--- src/rtl/os_uart_rx_pkg.sv ---
package os_uart_rx_pkg;

  localparam int unsigned IDX_W = 4;

  typedef enum logic [2:0] {
    ST_IDLE,
    ST_START,
    ST_DATA,
    ST_PARITY,
    ST_STOP1,
    ST_STOP2,
    ST_WAITHI
  } rxState_t;

  typedef enum logic [1:0] {
    PAR_NONE     = 2'b00,
    PAR_EVEN     = 2'b01,
    PAR_ODD      = 2'b10,
    PAR_NONE_ALT = 2'b11
  } parMode_t;

  typedef struct packed {
    logic             sampleEn;
    logic             clearFrame;
    logic             storeData;
    logic [IDX_W-1:0] dataIdx;
    logic             storeParity;
    logic             emitFrame;
    logic             checkParity;
    logic             oddParity;
    logic             flagFraming;
  } rxStrobe_t;

endpackage

--- src/rtl/os_uart_rx_sync.sv ---
module os_uart_rx_sync #(
  parameter int unsigned STAGES = 2
) (
  input  logic clk,
  input  logic rstN,
  input  logic asyncIn,
  output logic syncOut
);

  logic [STAGES-1:0] chain;

  // reset to the idle level so no false start appears after reset
  always_ff @(posedge clk or negedge rstN) begin
    if (!rstN) chain <= '1;
    else       chain <= {chain[STAGES-2:0], asyncIn};
  end

  assign syncOut = chain[STAGES-1];

endmodule

--- src/rtl/os_uart_rx_ctrl.sv ---
module os_uart_rx_ctrl
  import os_uart_rx_pkg::*;
#(
  parameter int unsigned OVERSAMPLE = 8,
  parameter int unsigned MIN_BITS   = 5,
  parameter int unsigned MAX_BITS   = 9
) (
  input  logic             clk,
  input  logic             rstN,
  input  logic             tick,
  input  logic             line,
  input  logic             vote,
  input  logic [IDX_W-1:0] dataBits,
  input  logic [1:0]       parityMode,
  input  logic             twoStop,
  output rxStrobe_t        strobe
);

  localparam int unsigned SUB_W  = $clog2(OVERSAMPLE);
  localparam int unsigned MID    = OVERSAMPLE / 2;
  localparam int unsigned WIN_LO = MID - 1;
  localparam int unsigned WIN_HI = MID + 1;
  localparam int unsigned LAST   = OVERSAMPLE - 1;

  rxState_t         state, nextState;
  logic [SUB_W-1:0] subCnt, nextSub;
  logic [IDX_W-1:0] bitIdx, nextIdx;
  logic [IDX_W-1:0] nBits;
  logic             parityOn;
  logic             bitEnd;
  logic             inFrame;

  always_comb begin
    if (dataBits < IDX_W'(MIN_BITS))      nBits = IDX_W'(MIN_BITS);
    else if (dataBits > IDX_W'(MAX_BITS)) nBits = IDX_W'(MAX_BITS);
    else                                  nBits = dataBits;
  end

  assign parityOn = (parityMode == PAR_EVEN) || (parityMode == PAR_ODD);
  assign bitEnd   = tick && (subCnt == SUB_W'(LAST));
  assign inFrame  = (state != ST_IDLE) && (state != ST_WAITHI);

  always_comb begin
    nextState          = state;
    nextSub            = subCnt;
    nextIdx            = bitIdx;
    strobe             = '0;
    strobe.dataIdx     = bitIdx;
    strobe.checkParity = parityOn;
    strobe.oddParity   = (parityMode == PAR_ODD);
    strobe.sampleEn    = tick && inFrame &&
                         (subCnt >= SUB_W'(WIN_LO)) && (subCnt <= SUB_W'(WIN_HI));

    if (inFrame && tick) nextSub = bitEnd ? '0 : subCnt + 1'b1;

    unique case (state)
      ST_IDLE: begin
        nextSub = '0;
        if (tick && !line) begin
          nextState         = ST_START;
          nextSub           = SUB_W'(1);
          strobe.clearFrame = 1'b1;
        end
      end
      ST_START: begin
        if (bitEnd) begin
          nextIdx   = '0;
          nextState = vote ? ST_IDLE : ST_DATA;
        end
      end
      ST_DATA: begin
        if (bitEnd) begin
          strobe.storeData = 1'b1;
          if (bitIdx == nBits - 1'b1) nextState = parityOn ? ST_PARITY : ST_STOP1;
          else                        nextIdx   = bitIdx + 1'b1;
        end
      end
      ST_PARITY: begin
        if (bitEnd) begin
          strobe.storeParity = 1'b1;
          nextState          = ST_STOP1;
        end
      end
      ST_STOP1: begin
        if (bitEnd) begin
          if (!vote) begin
            strobe.flagFraming = 1'b1;
            nextState          = ST_WAITHI;
          end else if (twoStop) begin
            nextState = ST_STOP2;
          end else begin
            strobe.emitFrame = 1'b1;
            nextState        = ST_IDLE;
          end
        end
      end
      ST_STOP2: begin
        if (bitEnd) begin
          if (!vote) begin
            strobe.flagFraming = 1'b1;
            nextState          = ST_WAITHI;
          end else begin
            strobe.emitFrame = 1'b1;
            nextState        = ST_IDLE;
          end
        end
      end
      ST_WAITHI: begin
        nextSub = '0;
        if (line) nextState = ST_IDLE;
      end
      default: nextState = ST_IDLE;
    endcase
  end

  always_ff @(posedge clk or negedge rstN) begin
    if (!rstN) begin
      state  <= ST_IDLE;
      subCnt <= '0;
      bitIdx <= '0;
    end else begin
      state  <= nextState;
      subCnt <= nextSub;
      bitIdx <= nextIdx;
    end
  end

  // a frame is entered only from a low line sample
  assert_low_start_R2: assert property (@(posedge clk) disable iff (!rstN)
    (state == ST_START && $past(state) == ST_IDLE) |-> !$past(line));

  // the data index never passes the clamped length
  assert_idx_range_R3: assert property (@(posedge clk) disable iff (!rstN)
    (state == ST_DATA) |-> (bitIdx < nBits));

  // a high start vote abandons the frame
  assert_glitch_idle_R8: assert property (@(posedge clk) disable iff (!rstN)
    (state == ST_START && bitEnd && vote) |=> (state == ST_IDLE));

  // a low line keeps the receiver waiting
  assert_wait_high_R7: assert property (@(posedge clk) disable iff (!rstN)
    (state == ST_WAITHI && !line) |=> (state == ST_WAITHI));

endmodule

--- src/rtl/os_uart_rx_dp.sv ---
module os_uart_rx_dp
  import os_uart_rx_pkg::*;
#(
  parameter int unsigned MAX_BITS = 9
) (
  input  logic                clk,
  input  logic                rstN,
  input  logic                line,
  input  rxStrobe_t           strobe,
  output logic                vote,
  output logic [MAX_BITS-1:0] rxData,
  output logic                rxValid,
  output logic                parityError,
  output logic                framingError
);

  logic [2:0]          votes;
  logic [MAX_BITS-1:0] dataReg;
  logic                parBit;
  logic                parMismatch;

  assign vote = (votes[0] & votes[1]) | (votes[0] & votes[2]) | (votes[1] & votes[2]);

  // even parity expects a zero xor, odd parity expects a one
  assign parMismatch = strobe.checkParity && ((^dataReg ^ parBit) != strobe.oddParity);

  always_ff @(posedge clk or negedge rstN) begin
    if (!rstN) begin
      votes   <= '1;
      dataReg <= '0;
      parBit  <= 1'b0;
    end else begin
      if (strobe.sampleEn) votes <= {votes[1:0], line};
      if (strobe.clearFrame) begin
        dataReg <= '0;
        parBit  <= 1'b0;
      end else begin
        if (strobe.storeData)   dataReg[strobe.dataIdx] <= vote;
        if (strobe.storeParity) parBit <= vote;
      end
    end
  end

  always_ff @(posedge clk or negedge rstN) begin
    if (!rstN) begin
      rxData       <= '0;
      rxValid      <= 1'b0;
      parityError  <= 1'b0;
      framingError <= 1'b0;
    end else begin
      rxValid      <= strobe.emitFrame;
      framingError <= strobe.flagFraming;
      parityError  <= strobe.emitFrame && parMismatch;
      if (strobe.emitFrame) rxData <= dataReg;
    end
  end

  // output pulse relations
  assert_perr_with_valid_R10: assert property (@(posedge clk) disable iff (!rstN)
    parityError |-> rxValid);
  assert_ferr_excl_R10: assert property (@(posedge clk) disable iff (!rstN)
    framingError |-> !rxValid);
  assert_valid_pulse_R10: assert property (@(posedge clk) disable iff (!rstN)
    rxValid |=> !rxValid);
  assert_ferr_pulse_R10: assert property (@(posedge clk) disable iff (!rstN)
    framingError |=> !framingError);

  // stores stay inside the word
  assert_store_index_R3: assert property (@(posedge clk) disable iff (!rstN)
    strobe.storeData |-> (strobe.dataIdx < MAX_BITS));

endmodule

--- src/rtl/os_uart_rx.sv ---
module os_uart_rx
  import os_uart_rx_pkg::*;
#(
  parameter int unsigned OVERSAMPLE  = 8,
  parameter int unsigned MIN_BITS    = 5,
  parameter int unsigned MAX_BITS    = 9,
  parameter int unsigned SYNC_STAGES = 2
) (
  input  logic                clk,
  input  logic                rstN,
  input  logic                sampleTick,
  input  logic                serialIn,
  input  logic [IDX_W-1:0]    dataBits,
  input  logic [1:0]          parityMode,
  input  logic                twoStop,
  output logic [MAX_BITS-1:0] rxData,
  output logic                rxValid,
  output logic                parityError,
  output logic                framingError
);

  logic      lineSync;
  logic      vote;
  rxStrobe_t strobe;

  os_uart_rx_sync #(.STAGES(SYNC_STAGES)) sync_i (
    .clk     (clk),
    .rstN    (rstN),
    .asyncIn (serialIn),
    .syncOut (lineSync)
  );

  os_uart_rx_ctrl #(
    .OVERSAMPLE (OVERSAMPLE),
    .MIN_BITS   (MIN_BITS),
    .MAX_BITS   (MAX_BITS)
  ) ctrl_i (
    .clk        (clk),
    .rstN       (rstN),
    .tick       (sampleTick),
    .line       (lineSync),
    .vote       (vote),
    .dataBits   (dataBits),
    .parityMode (parityMode),
    .twoStop    (twoStop),
    .strobe     (strobe)
  );

  os_uart_rx_dp #(.MAX_BITS(MAX_BITS)) dp_i (
    .clk          (clk),
    .rstN         (rstN),
    .line         (lineSync),
    .strobe       (strobe),
    .vote         (vote),
    .rxData       (rxData),
    .rxValid      (rxValid),
    .parityError  (parityError),
    .framingError (framingError)
  );

endmodule

--- config.mk ---
export PLATFORM = sky130hd
export DESIGN_NAME = os_uart_rx
export DESIGN_NICKNAME = d
export VERILOG_FILES = /design/src/rtl/os_uart_rx_pkg.sv /design/src/rtl/os_uart_rx_sync.sv /design/src/rtl/os_uart_rx_ctrl.sv /design/src/rtl/os_uart_rx_dp.sv /design/src/rtl/os_uart_rx.sv
export SDC_FILE = /design/constraint.sdc
export NUM_CORES = 1
export LEC_CHECK = 0
export BUFFER_PORTS_ARGS = -buffer_cell sky130_fd_sc_hd__clkbuf_2
export CAP_MARGIN = 25
export CORE_UTILIZATION = 58
export DETAILED_ROUTE_END_ITERATION = 7
export HOLD_SLACK_MARGIN = 0.12
export PLACE_DENSITY = 0.86
export SLEW_MARGIN = 20
export SYNTH_ARGS = -nofsm -noshare
export SYNTH_HDL_FRONTEND = slang
export SYNTH_HIERARCHICAL = 1
export SYNTH_SLANG_ARGS = --single-unit
--- constraint.sdc ---
create_clock -name clk -period 2.88 [get_ports clk]
set_clock_uncertainty 0.1 [all_clocks]
set_input_delay 0.288 -clock clk [delete_from_list [all_inputs] [get_ports clk]]
set_output_delay 0.288 -clock clk [all_outputs]
set_load 0.03 [all_outputs]
==> results.md <==
- Synth area leader: dfrtp_1
- Nets: 239
- Global Route Usage Sum: 23.32%
- Adder-Cell Fraction of Synth Area: 4.221%
- DRT Pass-1 Iters: 4
- MaxCap Viol Count: 0
- Most used routing layer: met2
- WL final: 3792 um
- Crit end category: register
- Hold Crit Class: in2reg
- Worst hold path startpoint: sampleTick
- Top FF cell, synth: dfrtp_1
- Fmax: 422.9 MHz
- Post-synthesis sequential area ratio: 46.24%
- Starting Density: 60.40%
- Pwr per Cell Area: 735.1 nW/um^2
- Synth Area in Compound Gates: 9.932%
- Largest net degree at the start of global routing: 38
- Fillcell total: 267
- Worst EP arrival: 2.50 ns
- Startpoint class of the critical path: register
- Yosys Warn Count: 6
- Core ar.: 3337 sq um
- Syn Nets: 210
- Antenna violations before repair: 0
- Final core occ: 68.54%
- Non-Filler Instances: 269
- Die Wd: 60.95 um
- R2R depth: 8
- Most frequent cells in the layout: dfrtp_1 (32), nor2_1 (23), clkbuf_2 (22)
- Fin crit share: 82.11%
- Hold depth: 3
- Worst Setup SP: ctrl_i/subCnt[1]
- Leakage: 1.097 nW
- Largest family of logic cells by synthesized area: simple AND/OR/NAND/NOR gates
- Worst Hold Endpoint: ctrl_i/subCnt[1]
- CTS Root Cell: clkbuf_4
- M3 GR Usage: 5.970%
- Die height: 60.95 um
- Min Hold Slack: 0.1733 ns
- Cell Chain, Critical Path: ha_1, ha_1, nand2_1, nor2_1, nor3b_1, nand3b_1, mux2i_1, nor2_1
- Resize count post-CTS: 0
- Worst-skew pair later-pin latency: 0.35 ns
- ANT nets after route: 0
- Max VDD drop: 0.4708 mV
- DR vias: 1,565
- Post-Place Cells: 259
- First-pass GRT wire length: 6251 um
- Vias in the first global route: 1,414
- R2r endpoint: dp_i/dataReg[8]
- Port Buffer Count: 22
- Reg2reg setup slack: 0.52 ns
- Flops & latches, synth: 37
- Drt via density: 5.818
- Clk sinks: 37
- Setup_tns: 0 ns
- Clock tree buffer depth: 2
- Syn_area_per_cell: 10.44 sq um
- Final setup viols: 0
- Post-DP HPWL: 2709 um
- CP Buf/Inv Count: 0
- N_diodes: 0
- Sequential cell area: 932.1 sq um
- Residual DRC count: 0
- Synth top area cells: dfrtp_1 (40%), mux2_2 (6.7%), dfstp_2 (6.5%)
- Layout area overhead: 13.47%
- Share of cells above drive strength 1: 23.32%
- CP peak stage delay: 0.47 ns
- Met2 Use GR: 38.15%
- Slew Limit Fails: 0
- Synth Instances: 193
- Xor and xnor fraction of the mapped netlist area: 6.952%
- CP delay by family, top: simple AND/OR/NAND/NOR gates
- CP Class: reg2reg
- Multi-input logic area: 1023 sq um
- Worst Max-Slew Pin Slew: 0.8754 ns
- Status: completed
- Drt wl/cell: 14.10 um
- Leading cell type in the layout, fill and taps excluded: dfrtp_1
- Post-CTS Setup Inserts: 0
- Data required, critical path: 3.01 ns
- Syn Std Cell Area: 2016 sq um
- CTS Hold Bufs: 2
- Synth top area share: 39.73%
- Grt ovf: 0
- Min Tclk post-route: 2.365 ns
- DR iter-0 viols: 52
- CTS clock-pin slew for the worst setup and hold paths: 0.10 ns
- # rows: 21
- Die ar.: 3715 sq um
- Crit path max fanout: 7
- Slowest CP cell: nor3b_1
- M1 GR Usage: 29.49%
- FF-to-FF Start: ctrl_i/subCnt[1]
- # IOs: 23
- Synth Area in Simple Gates: 18.99%
- Mux contribution to synthesized area: 10.68%
- FFs w/ async S/R, synth: 100.0%
- Unrepaired setup endpoints after global routing: no
- CTS buffer count: 5
- CTS tree: yes
- Synth cell types: 48
- H-tree levels: 2
- Post-synth EDFFs: 0
- Routability congestion estimate: 0.8113
- Worst rel slew slack: 41.64%
- Final-report hold violation count: 0
logic make-up after synthesis:
| family | after synthesis |
|---|---|
| AOI/OAI and AO/OA | 29 |
| and+or+nand+nor | 73 |
| muxes | 20 |
| adders and majority gates | 7 |
| xor gates and xnor gates | 12 |
| buffers and inverters | 15 |
| DFF | 37 |
where the power goes:
part / internal, W / switching, W
logic: 0.000281 / 0.000294
registers: 0.000620 / 0.000137
clock network: 0.000182 / 0.000168
total: 0.00108 / 0.000599
worst register-to-register path: cells and delay by family (launching register included):
family / cells / cell delay, ns
flip-flops: 1 / 0.41
multiplexers: 1 / 0.18
adder cells (fa/ha/maj): 2 / 0.51
AND/OR/NAND/NOR: 5 / 1.08
flip-flops by register name, summed over array words and instances (netlist names):
register,flops
ctrl_i/state,3
sync_i/chain,2
dp_i/rxValid,1
dp_i/framingError,1
dp_i/dataReg,9
dp_i/parityError,1
ctrl_i/bitIdx,4
dp_i/parBit,1
ctrl_i/subCnt,3
dp_i/votes,3
dp_i/rxData,9
per-stage QoR:
stage,setup slack [ns],total power [W],cell area (sq um)
after floorplan,0.5727,0.001173,2016
after global placement,0.4002,0.001308,2191
after detailed placement,0.3093,0.001328,2191
after CTS,0.5721,0.001678,2287
after global routing,0.3173,0.001798,2287
final,0.5152,0.001681,2287
routing by layer:
| metal | up-vias | share of wire [%] |
|---|---|---|
| li1 | 757 | - |
| met1 | 739 | 45 |
| met2 | 64 | 48 |
| met3 | 5 | 5.7 |
| met4 | 0 | 1.3 |
| met5 | - | 0 |
how the worst max path moves through the flow:
stage          depth (start not counted)          endpoint  slack [ns]
6_report                               8   dp_i/dataReg[8]        0.52
2_1_floorplan                          8  ctrl_i/bitIdx[2]        0.57
4_1_cts                                8   dp_i/dataReg[4]        0.57
5_1_grt                                8   dp_i/dataReg[4]        0.32
3_5_place_dp                           9  ctrl_i/bitIdx[3]        0.31
3_3_place_gp                           9  ctrl_i/bitIdx[2]        0.40
cells in the mapped netlist, drive strengths merged, types with 6 or more instances:
cell,number
inv,8
a21oi,7
mux2,12
nand2,11
mux2i,8
o21ai,6
dfrtp,32
nor2,23
ha,6
xnor2,8
nand3,7
final cells by class:
cell class                 count  area share, %
multi-input combinational    141          44.75
sequential                    37          40.75
timing repair buffer          29          7.330
tap                           46          2.516
clock buffer                   6          1.805
clock inverter                 2          1.532
inverter                       8          1.313
No activity file was read; power rests on OpenSTA's default activity.
